$ cat config.mk
export PLATFORM = sky130hd
export DESIGN_NAME = wdt_key_timer
export DESIGN_NICKNAME = d
export VERILOG_FILES = /design/src/rtl/wdt_key_timer.sv
export SDC_FILE = /design/constraint.sdc
export NUM_CORES = 1
export LEC_CHECK = 0
export BUFFER_PORTS_ARGS = -buffer_cell sky130_fd_sc_hd__buf_2
export CAP_MARGIN = 20
export CORE_ASPECT_RATIO = 1.75
export CORE_MARGIN = 2
export CORE_UTILIZATION = 52
export DETAILED_ROUTE_END_ITERATION = 10
export PLACE_DENSITY = 0.91
export SLEW_MARGIN = 20
export SYNTH_ARGS = -nofsm -noshare
export SYNTH_HDL_FRONTEND = slang
export SYNTH_SLANG_ARGS = --single-unit
$ cat constraint.sdc
create_clock -name clk -period 4.6 [get_ports clk]
set_clock_uncertainty 0.15 [all_clocks]
set_input_delay 0.92 -clock clk [delete_from_list [all_inputs] [get_ports clk]]
set_output_delay 0.92 -clock clk [all_outputs]
set_load 0.02 [all_outputs]
$ cat src/rtl/wdt_key_timer.sv
module wdt_key_timer #(
  parameter int ADDR_W = 8,
  parameter int DATA_W = 32,
  parameter int CNT_W = 6,
  parameter logic [ADDR_W-1:0] OFF_CTRL = 8'h10,
  parameter logic [ADDR_W-1:0] OFF_CFG  = 8'h14,
  parameter logic [ADDR_W-1:0] OFF_MODE = 8'h18,
  parameter logic [DATA_W-1:0] KEY = 32'h0000_14AF
) (
  input  logic              clk,
  input  logic              rst_n,
  input  logic              tick,
  input  logic              wr_en,
  input  logic [ADDR_W-1:0] addr,
  input  logic [DATA_W-1:0] wdata,
  output logic [DATA_W-1:0] rdata,
  output logic              sys_rst_req,
  output logic              irq
);
  localparam logic [1:0] ACT_RST = 2'b01;
  localparam logic [1:0] ACT_IRQ = 2'b10;

  function automatic logic [CNT_W-1:0] ticks_for(input logic [3:0] c);
    int n;
    if (c == 4'd0)       n = 1;
    else if (c <= 4'd6)  n = 2 * int'(c);
    else if (c <= 4'd11) n = 4 * int'(c) - 12;
    else                 n = 32;
    return CNT_W'(n);
  endfunction

  logic [1:0]       act;
  logic             en;
  logic [3:0]       code;
  logic [CNT_W-1:0] cnt;
  logic             irq_q, rst_q;

  wire wr_cfg  = wr_en && addr == OFF_CFG;
  wire wr_mode = wr_en && addr == OFF_MODE;
  wire key_ok  = wr_en && addr == OFF_CTRL && wdata == KEY;
  wire [3:0] new_code = wdata[7:4];
  wire mode_reload = wr_mode && wdata[0] && (!en || new_code != code);
  wire reload  = key_ok || mode_reload;
  wire step    = tick && en && !wr_mode && !key_ok;
  wire expire  = step && cnt == CNT_W'(1);

  always_ff @(posedge clk) begin
    if (!rst_n) begin
      act <= '0;
      en <= 1'b0;
      code <= '0;
      cnt <= '0;
      irq_q <= 1'b0;
      rst_q <= 1'b0;
    end else begin
      if (wr_cfg) act <= wdata[1:0];
      if (wr_mode) begin
        en <= wdata[0];
        code <= new_code;
      end
      if (reload) cnt <= ticks_for(wr_mode ? new_code : code);
      else if (step) cnt <= expire ? ticks_for(code) : cnt - CNT_W'(1);
      if (expire && act == ACT_IRQ) irq_q <= 1'b1;
      else if (key_ok) irq_q <= 1'b0;
      if (expire && act == ACT_RST) rst_q <= 1'b1;
    end
  end

  always_comb begin
    rdata = '0;
    if (addr == OFF_CFG) rdata[1:0] = act;
    else if (addr == OFF_MODE) begin
      rdata[0] = en;
      rdata[7:4] = code;
    end
  end

  assign irq = irq_q;
  assign sys_rst_req = rst_q;
endmodule


[After elaboration in Yosys (flattened, before gate mapping)]
Index checks and enable logic that the tools add are counted.
W data, S select, Z words.
Operators by class
  equal/unequal tests: 8
  mux-type cells: 17
  magnitude comparators: 4
  add/sub/neg operators: 3
  reduce and logical (&&, ||, !) cells: 21
Operators with widths (number)
  $mux W6: 9
  $eq A32 B13 Y1 const B: 1
  $eq A8 B5 Y1 const B: 3
  $logic_and A1 B1 Y1: 12
  $mux W4: 3
  $sub A6 B4 Y6 const B: 2
  $le A4 B3 Y1 const B: 2
  $le A4 B4 Y1 const B: 2
  $logic_not A4 Y1: 2
  $eq A6 B1 Y1 const B: 1
  $sub A6 B1 Y6 const B: 1
  $mux W1: 5
  $ne A4 B4 Y1: 1
  $reduce_bool A2 Y1: 2
  $logic_not A1 Y1: 3
  $eq A2 B1 Y1 const B: 1
  $eq A2 B2 Y1 const B: 1
  $logic_or A1 B1 Y1: 2
Storage, ports and cells
  bits of input ports: 44
  register bits: 15
  logic and storage cells: 59
  output and inout port bits: 34

[Longest topological paths before layout]
  depth after elaboration: 9
  depth in mapped cells: 12
  depth with buffers taken out: 11

[Worst setup path before layout]
Ideal clock, no wire load.
  path kind: input to register
  start point: input port addr[1]
  end point: register cnt[4]
  stages on the path: 9
  data required time: 4.335 ns
  path buffers: 0
  setup time: 0.115 ns
  arrival time: 3.150 ns
  path slack: 1.186 ns
  path through: nor4b_4 nand4_2 mux2i_1 ha_1 inv_1 and3_2 mux4_2 nor3b_1 o21a_1
Between the ends
  cells in the longest elaborated chain, start to end: 9
  elaborated cells on any way between the ends: 25
  those cells by class: 1 x add/sub; 2 x order compare; 2 x eq/ne; 7 x mux; 13 x reduce/logical
RTL lines
  start: declaration: line 14  | input logic [ADDR_W-1:0] addr,
  parallel branches: the longest is 9 deep, another holds $sub A6 B4 Y6
  end signal: assignment: line 61  | if (reload) cnt <= ticks_for(wr_mode ? new_code : code);
  end signal: assignment: line 62  | else if (step) cnt <= expire ? ticks_for(code) : cnt - CNT_W'(1);
  end: declaration: line 35  | logic [CNT_W-1:0] cnt;
Several ways; the timed one is not identified. The select of a mux whose other input is x is not followed.
A chain may end at the register's enable or synchronous reset.

[Worst setup path after layout]
Ends and elaborated chain as after synthesis.

==> results.ini <==
[yosys]
synthCells = 219
avgSynthCellArea_um2 = 8.03
ys_seq_elements = 15
ys_warn_count = 0
ys_types = 54
synth_flop_cell = dfxtp_1
yosysSeqAreaShare_pct = 17.1
synth_edf_count = 0
netlist_area_mm2 = 0.00176
async_flop_share_pct = 0

[worst_setup_path]
worst_r2r_path_depth = 8
critPathMaxStageDelay_ns = 0.46
critPathLaunchType = input port
worstReg2RegEnd = cnt[4]
cpMaxStageDelayCell = mux4_2
critPathCaptureType = flop
ff2ff_setup_slack_ns = 2.17
path_class = input port to flop
cp.required_ns = 4.60
crit_path_max_fanout = 9
cp_cell_sequence = buf_2 -> nor4b_4 -> nand4_2 -> mux2i_1 -> ha_1 -> inv_1 -> and3_2 -> mux4_2 -> nor3b_1 -> o21a_1
critPathLaunch = addr[1]
cp.arrival_ns = 3.55
reg2reg_from = code[1]

[clocking]
insertion_delay_ns = 0.25
cts_tree = done
htree_levels = 1
cts_setup_buffers = 0
cts_buffers = 3
cts_root_buffer = clkbuf_8
ctsResizeCount = 0
cts_hold_buf = 0
clk_pin_slew_ns = 0.07
clock_path_buffers = 2
cts_sinks = 15

[routing]
antenna_left = 0
wl_per_cell_um = 14.9
viasPerCell = 5.84
drt-pass1-iter-count = 4
drt_iter0_drc = 70
drc = 0
wirelength_um = 4600
vias = 1804

[timing]
slew_violations = 0
worst_pin_slew_ns = 0.592
max_freq_mhz = 281
slew_headroom_pct = 60.4
hold_viol = 0
min_period_ns = 3.55
setup-tns-final_ns = 0
period_share_pct = 77.2
setup_violations = 0
rsz0062_at_grt = false

[final_layout]
num-fill-cells = 292
fin_nets = 317
drive_above_1_share_pct = 26.1
n_antenna_cell = 0
syn_to_final_growth_pct = 9.54
fin_cells = 309

[hold_path]
worstHoldStart = sys_rst_req
hold_class = flop to flop
hold_path_depth = 1
holdPathEnd = sys_rst_req

[flow_run]
maxCapViolCount = 0

[global_route]
grt_max_degree = 16
grt_first_pass_wirelength_um = 7170
grt_util_all_layers_pct = 24.8
grt_pass1_vias = 1662
grt_overflow_total = 0
antenna_found_initial = 0

[floorplanning]
start_util_pct = 53.4
design.die.area_mm2 = 0.00388
die_w_um = 48.0
pin_count = 78
num_rows = 28
core-area_mm2 = 0.00329
fp.dieH_um = 80.9

[outcome]
status = finished clean

[pwr]
irDropWorstVdd_mv = 0.135
p_per_area_mw_per_mm2 = 158
leakagePower_uw = 0.000903

[place]
port_buffers = 51
place_congestion = 0.896
place_hpwl_um = 3690
dp_cells = 305

-- logic make-up after synthesis --
group | after synthesis | share of synthesized area [%]
flip-flops | 15 | 17.1
AND/OR/NAND/NOR | 91 | 31.2
multiplexers | 7 | 4.77
XOR/XNOR | 5 | 2.49
buffers and inverters | 48 | 18.9
AO/OA/AOI/OAI | 44 | 19.6
other | 1 | 0.213
adder cells (fa/ha/maj) | 8 | 5.69
-- power breakdown --
part           internal, uW  leakage [uW]  total [uW]  switching [uW]
combinational          21.4      0.000757        62.0            40.5
sequential              130      0.000121         130           0.271
clock                  60.1     0.0000255         111            51.3
-- worst max-delay path, delay by kind of cell --
family | cells | cell delay (ns)
AND/OR/NAND/NOR | 4 | 1.13
multiplexers | 2 | 0.87
adder cells (fa/ha/maj) | 1 | 0.26
buffers and inverters | 2 | 0.20
AO/OA/AOI/OAI | 1 | 0.17
-- registers in the layout (all words and copies together), names as in the netlist --
name,count
act,2
code,4
en,1
irq,1
cnt,6
sys_rst_req,1
-- cell type report --
cell class	instances	area (um2)	area share, %
clock buffers	3	41.3	2.14
flip-flops and latches	15	300	15.6
multi-input cells	181	1220	63.3
clock inverters	1	5.00	0.260
inverters	13	48.8	2.53
repair buffers	51	255	13.3
well taps	45	56.3	2.92
-- metrics by stage --
step / setup WS [ns] / cell area (um2) / util [%] / total power, uW / hold slack [ns]
global placement: 0.949 / 1880 / 57.1 / 192 / 0.301
floorplan: 1.19 / 1850 / - / 188 / 0.340
detailed placement: 0.785 / 1880 / 57.1 / 194 / 0.319
CTS: 1.06 / 1930 / 58.5 / 301 / 0.335
finish: 1.05 / 1930 / 58.5 / 304 / 0.327
global route: 0.842 / 1930 / 58.5 / 312 / 0.350
-- Yosys cell counts (all sizes together), types with 2 or more instances --
master | count | share of area [%]
nor2b | 7 | 2.9
nand4 | 6 | 2.5
inv | 13 | 2.8
nand3 | 8 | 2.3
buf | 31 | 14
a21o | 3 | 1.3
nand2b | 2 | 0.71
a211o | 3 | 1.5
o21a | 5 | 2.1
o211ai | 7 | 3.0
and3 | 5 | 1.9
ha | 8 | 5.7
a21oi | 5 | 1.4
o211a | 3 | 1.7
xor2 | 4 | 2.0
nor4bb | 3 | 1.7
nor2 | 14 | 3.4
a21boi | 3 | 1.5
dfxtp | 15 | 17
clkbuf | 3 | 1.8
nand2 | 20 | 4.3
o21ai | 5 | 1.4
nor3 | 8 | 2.3
mux2i | 5 | 2.8
a32o | 2 | 1.1
nor4b | 3 | 2.3
nor3b | 2 | 0.85
nor4 | 9 | 4.1
-- worst max-delay path by stage --
| stage | to | cells past startpoint |
|---|---|---|
| after floorplan | cnt[4] | 9 |
| after global placement | cnt[4] | 10 |
| after detailed placement | cnt[4] | 10 |
| after CTS | cnt[4] | 10 |
| after global routing | cnt[4] | 10 |
| final | cnt[4] | 10 |
-- cell usage in the layout (no fill, tap or decap), types with 2 or more instances in the layout --
| cell type | instances |
|---|---|
| and3_2 | 2 |
| conb_1 | 26 |
| o211ai_1 | 7 |
| o21ai_0 | 5 |
| nor2_1 | 13 |
| nor4b_1 | 2 |
| inv_1 | 13 |
| nand3_1 | 8 |
| nor2b_1 | 6 |
| nand2_1 | 20 |
| a21boi_0 | 2 |
| a211o_1 | 3 |
| nor4bb_1 | 3 |
| dfxtp_1 | 15 |
| o211a_1 | 3 |
| nor3_1 | 8 |
| xor2_1 | 4 |
| clkbuf_8 | 3 |
| nand4_1 | 5 |
| mux2i_1 | 5 |
| buf_2 | 51 |
| ha_1 | 8 |
| nor4_1 | 8 |
| nor3b_1 | 2 |
| a32o_1 | 2 |
| and3_1 | 3 |
| nand2b_1 | 2 |
| a21oi_1 | 5 |
| o21a_1 | 5 |
| a21o_1 | 3 |
-- layer usage --
metal | up-vias | wire length [um] | global-route usage, %
met5 | - | 0 | 0
met4 | 0 | 278 | 16.8
met3 | 31 | 299 | 4.00
met2 | 115 | 2480 | 42.8
met1 | 820 | 1540 | 25.1
li1 | 838 | - | -
Power figures use the tool's default switching activity.
